### config.mk
export PLATFORM = sky130hd
export DESIGN_NAME = pwm_out_stage
export DESIGN_NICKNAME = d
export VERILOG_FILES = /design/src/rtl/pwm_out_pkg.sv /design/src/rtl/pwm_chop_gen.sv /design/src/rtl/pwm_phase_path.sv /design/src/rtl/pwm_out_stage.sv
export SDC_FILE = /design/constraint.sdc
export NUM_CORES = 1
export LEC_CHECK = 0
export CAP_MARGIN = 10
export CORE_AREA = 5 5 68 70
export DETAILED_ROUTE_END_ITERATION = 8
export DIE_AREA = 0 0 73 75
export GPL_ROUTABILITY_DRIVEN = 0
export PLACE_DENSITY = 0.61
export REMOVE_ABC_BUFFERS = 1
export SYNTH_ARGS = -nofsm -noshare
export SYNTH_HDL_FRONTEND = slang
export SYNTH_HIERARCHICAL = 1
export SYNTH_SLANG_ARGS = --single-unit
### constraint.sdc
create_clock -name clk_i -period 5 [get_ports clk_i]
set_clock_uncertainty 0.1 [all_clocks]
set_input_delay 1 -clock clk_i [delete_from_list [all_inputs] [get_ports clk_i]]
set_output_delay 1 -clock clk_i [all_outputs]
set_load 0.02 [all_outputs]
### src/rtl/pwm_out_pkg.sv
package pwm_out_pkg;
  typedef struct packed {
    logic hi;
    logic lo;
  } leg_pair_t;
endpackage

### src/rtl/pwm_chop_gen.sv
module pwm_chop_gen #(
  parameter int DIV_W = 8,
  parameter int PRESC = 4
) (
  input  logic             clk_i,
  input  logic             rst_ni,
  input  logic [DIV_W-1:0] div_i,
  output logic             carrier_o
);
  localparam int PRE_W = (PRESC > 1) ? $clog2(PRESC) : 1;

  logic [PRE_W-1:0] pre_q;
  logic [DIV_W-1:0] half_q;
  logic             car_q;
  logic             tick;

  assign tick = (pre_q == PRE_W'(PRESC - 1));

  always_ff @(posedge clk_i or negedge rst_ni) begin
    if (!rst_ni) begin
      pre_q  <= '0;
      half_q <= '0;
      car_q  <= 1'b1;
    end else begin
      pre_q <= tick ? '0 : pre_q + 1'b1;
      if (tick) begin
        // >= keeps the count bounded when the divider shrinks mid-period
        if (half_q >= div_i) begin
          half_q <= '0;
          car_q  <= ~car_q;
        end else begin
          half_q <= half_q + 1'b1;
        end
      end
    end
  end

  assign carrier_o = car_q;
endmodule

### src/rtl/pwm_phase_path.sv
module pwm_phase_path
  import pwm_out_pkg::*;
(
  input  leg_pair_t raw_i,
  input  logic      srm_n_i,
  input  logic      swap_i,
  input  logic      en_hi_i,
  input  logic      en_lo_i,
  input  logic      carrier_i,
  input  logic      chop_hi_en_i,
  input  logic      chop_lo_en_i,
  output leg_pair_t act_o
);
  leg_pair_t forced, steered, gated;

  always_comb begin
    forced.hi  = raw_i.hi;
    forced.lo  = raw_i.lo | ~srm_n_i;
    steered.hi = swap_i ? forced.lo : forced.hi;
    steered.lo = swap_i ? forced.hi : forced.lo;
    gated.hi   = steered.hi & en_hi_i;
    gated.lo   = steered.lo & en_lo_i;
    act_o.hi   = gated.hi & (carrier_i | ~chop_hi_en_i);
    act_o.lo   = gated.lo & (carrier_i | ~chop_lo_en_i);
  end
endmodule

### src/rtl/pwm_out_stage.sv
module pwm_out_stage
  import pwm_out_pkg::*;
#(
  parameter int NPH        = 3,
  parameter int DIV_W      = 8,
  parameter int CHOP_PRESC = 4
) (
  input  logic             clk_i,
  input  logic             rst_ni,
  input  logic [NPH-1:0]   pwm_hi_i,
  input  logic [NPH-1:0]   pwm_lo_i,
  input  logic             srm_n_i,
  input  logic [NPH-1:0]   swap_i,
  input  logic [2*NPH-1:0] out_en_i,
  input  logic [DIV_W-1:0] chop_div_i,
  input  logic             chop_hi_en_i,
  input  logic             chop_lo_en_i,
  input  logic             pol_hi_i,
  input  logic             trip_i,
  output logic [NPH-1:0]   drv_hi_o,
  output logic [NPH-1:0]   drv_lo_o
);
  logic           carrier;
  logic [NPH-1:0] act_hi_d, act_lo_d, act_hi_q, act_lo_q;

  pwm_chop_gen #(.DIV_W(DIV_W), .PRESC(CHOP_PRESC)) u_chop (
    .clk_i     (clk_i),
    .rst_ni    (rst_ni),
    .div_i     (chop_div_i),
    .carrier_o (carrier)
  );

  for (genvar p = 0; p < NPH; p++) begin : g_ph
    leg_pair_t raw, act;
    assign raw.hi = pwm_hi_i[p];
    assign raw.lo = pwm_lo_i[p];
    pwm_phase_path u_path (
      .raw_i        (raw),
      .srm_n_i      (srm_n_i),
      .swap_i       (swap_i[p]),
      .en_hi_i      (out_en_i[p]),
      .en_lo_i      (out_en_i[NPH+p]),
      .carrier_i    (carrier),
      .chop_hi_en_i (chop_hi_en_i),
      .chop_lo_en_i (chop_lo_en_i),
      .act_o        (act)
    );
    assign act_hi_d[p] = act.hi;
    assign act_lo_d[p] = act.lo;
  end

  always_ff @(posedge clk_i or negedge rst_ni) begin
    if (!rst_ni) begin
      act_hi_q <= '0;
      act_lo_q <= '0;
    end else begin
      act_hi_q <= act_hi_d;
      act_lo_q <= act_lo_d;
    end
  end

  // trip acts after the register so it reaches the pins without delay
  assign drv_hi_o = (act_hi_q & {NPH{~trip_i}}) ^ {NPH{~pol_hi_i}};
  assign drv_lo_o = (act_lo_q & {NPH{~trip_i}}) ^ {NPH{~pol_hi_i}};
endmodule

==> impl_metrics.json <==
{
  "clock_latency_ns": 0.25,
  "post-place-ws_ns": 1.40,
  "powerDensity_mw_per_mm2": 295,
  "synth-xor-area-share_pct": 8.92,
  "clock_path_buffers": 2,
  "grt_pass1_wl_um": 4170,
  "cts_root_buf": "clkbuf_8",
  "rsz0062_at_grt": "no",
  "crit_path_max_fanout": 6,
  "power_frac_comb_pct": 38.3,
  "initial_core_util_pct": 29.8,
  "cts_tree": "built",
  "ys.flop_type": "dfrtp_1",
  "synth_top_family_by_area": "simple AND/OR/NAND/NOR gates",
  "synth-compound-area-share_pct": 13.1,
  "final.min_clock_period_ns": 3.57,
  "finalNetCount": 188,
  "core-area_mm2": 0.00391,
  "clkPwrFrac_pct": 20.8,
  "hold_viol": 0,
  "slew_violations": 0,
  "antenna_found_initial": 0,
  "port_buffers": 35,
  "syn_avg_cell_area_um2": 10.5,
  "dpl.hpwl_um": 2170,
  "ys_seq_elements": 17,
  "die_h_um": 75,
  "synth_mux_area_share_pct": 0,
  "pwr-share-seq_pct": 40.9,
  "synth_warnings": 6,
  "post-route-period-util_pct": 71.5,
  "rows": 23,
  "worstSetupStartpointType": "input pin",
  "cts_hold_buf": 0,
  "finalSetupTns_ns": 0,
  "cp_slowest_stage_delay_ns": 0.65,
  "viasPerCell": 4.58,
  "fin_hold_ws_ns": 0.332,
  "cp.arrival_ns": 2.47,
  "worst_slack_ns": 1.43,
  "dr.pass1.iters": 2,
  "n_fill_cell": 409,
  "grt_max_degree": 18,
  "slew_headroom_pct": 50.3,
  "drv_cap": 0,
  "synth.largest_area_cell": "dfrtp_1",
  "switching_share_pct": 31.6,
  "synth_common_cells": "16 x dfrtp_1, 10 x ha_1, 10 x inv_1",
  "post_cts_buffers": 0,
  "synth_most_common_cell": "dfrtp_1",
  "final_layout_size_suffix_gt1_share_pct": 8.16,
  "cts.sinks": 17,
  "yosysSeqAreaShare_pct": 36.6,
  "cts.reportedPaths.clkPinSlew_ns": 0.06,
  "path_cells": "clkdlybuf4s50_1 > nor2b_1 > xnor2_1 > clkdlybuf4s50_1",
  "diodes": 0,
  "postRouteAntennaNets": 0,
  "critPathKind": "input pin to output port",
  "crit_required_ns": 3.90,
  "syn_to_final_growth_pct": 37.7,
  "crit_top_cell": "clkdlybuf4s50_1",
  "drc": 0,
  "synth-simple-area-share_pct": 25.7,
  "drt_iter0_drc": 5,
  "end_kind": "output port",
  "wl_per_cell_um": 12.5,
  "worst_pin_slew_ns": 0.743,
  "ys_types": 33,
  "h-tree-depth": 1,
  "die_w_um": 73,
  "setup_viol": 0,
  "dieArea_mm2": 0.00548,
  "synthAdderAreaFrac_pct": 10.7,
  "ioPinCount": 36,
  "synth_cells": 111,
  "synth_area_mm2": 0.00116,
  "numCtsBuffers": 3,
  "grtUsageTotal_pct": 9.78,
  "grt_overflow": 0,
  "p_switching_mw": 0.150,
  "critPathSlowestCell": "clkdlybuf4s50_1",
  "synth.top_cell.area_share_pct": 34.4,
  "grt_pass1_vias": 989,
  "vias": 903,
  "max_freq_ghz": 0.280,
  "status": "finished, final reports clean",
  "yosys-top-cells-area": "dfrtp_1 34%, ha_1 11%, xnor2_1 5.3%, nor2b_1 4.8%, nor4b_2 3.9%",
  "p_leak_nw": 0.697,
  "internal_power_mw": 0.324,
  "async_reset_ff_share_pct": 100,
  "synth-edff-count": 0,
  "cts.repair.resized": 0,
  "wirelength_um": 2460,
  "hold_path_class": "flop to flop",
  "max-vdd-ir-drop_mv": 0.135
}
path summary, 6_finish.rpt:
path,start,to,slack (ns),depth (start not counted)
min,u_chop/pre_q[0],u_chop/pre_q[0],0.33,1
max reg2reg,u_chop/half_q[0],u_chop/carrier_o,2.93,7
min reg2reg,u_chop/pre_q[0],u_chop/pre_q[0],0.33,1
max in group asynchronous,rst_ni,u_chop/half_q[4],3.24,1
min in group asynchronous,rst_ni,act_hi_q[1],1.09,1
max,trip_i,drv_lo_o[1],1.43,4
placed cells by master (no fill, tap or decap), types with 2 or more instances in the layout:
master           instances
inv_1                   10
nor4b_2                  3
and2b_1                  3
nand3b_1                 4
nand2_1                  5
xnor2_1                  7
clkdlybuf4s50_1         35
o21a_1                   2
dfrtp_1                 16
nor3b_1                  3
a21oi_1                  2
clkbuf_8                 3
o21ai_0                  3
o2111a_1                 3
nand2b_1                 4
nand3_1                  2
nor2_1                   6
xor2_1                   3
ha_1                    10
o2bb2ai_1                2
nor2b_1                  9
final cells by class:
cell class	instances	area [um2]	area share (%)
clock buffers	3	41.3	2.57
clock inverters	1	5.00	0.312
inverters	10	37.5	2.34
multi-input cells	81	681	42.4
flip-flops and latches	17	427	26.6
well taps	50	62.6	3.90
repair buffers	35	350	21.8
metal layers:
layer | routed length [um] | global-route usage (%) | part of all wire, %
met1 | 962 | 10.9 | 39
met2 | 1450 | 18.2 | 59
met3 | 34 | 2.00 | 1.4
met4 | 16 | 3.69 | 0.65
met5 | 0 | 0 | 0
state kept, by name (all words and copies together), names as in the netlist:
signal,flops
act_hi_q,3
act_lo_q,3
u_chop/carrier_o,1
u_chop/half_q,8
u_chop/pre_q,2
per-stage QoR:
step / utilization, % / instance area [um2] / instances / total power, mW
final: 41.0 / 1600 / 197 / 0.474
after global routing: 41.0 / 1600 / 197 / 0.512
after CTS: 41.0 / 1600 / 197 / 0.483
after detailed placement: 39.8 / 1560 / 193 / 0.381
after global placement: 39.8 / 1560 / 193 / 0.374
after floorplan: - / 1140 / 108 / 0.313
critical path: cells and delay by family:
kind | cells | cell delay (ns)
xor+xnor | 1 | 0.15
simple gates | 1 | 0.19
buf+inv | 2 | 1.14
logic make-up after synthesis:
logic type | after synthesis
compound gates | 15
xor+xnor | 11
fa+ha+maj | 10
buf+inv | 13
flops | 17
simple gates | 45
power groups by stage:
stage          clock [mW]  combinational, mW  sequential, mW
6_report           0.0985              0.181           0.194
5_1_grt             0.110              0.202           0.199
4_1_cts             0.104              0.185           0.194
3_5_place_dp            0              0.184           0.197
3_3_place_gp            0              0.178           0.196
2_1_floorplan           0              0.125           0.188
No activity file was read; power rests on OpenSTA's default activity.
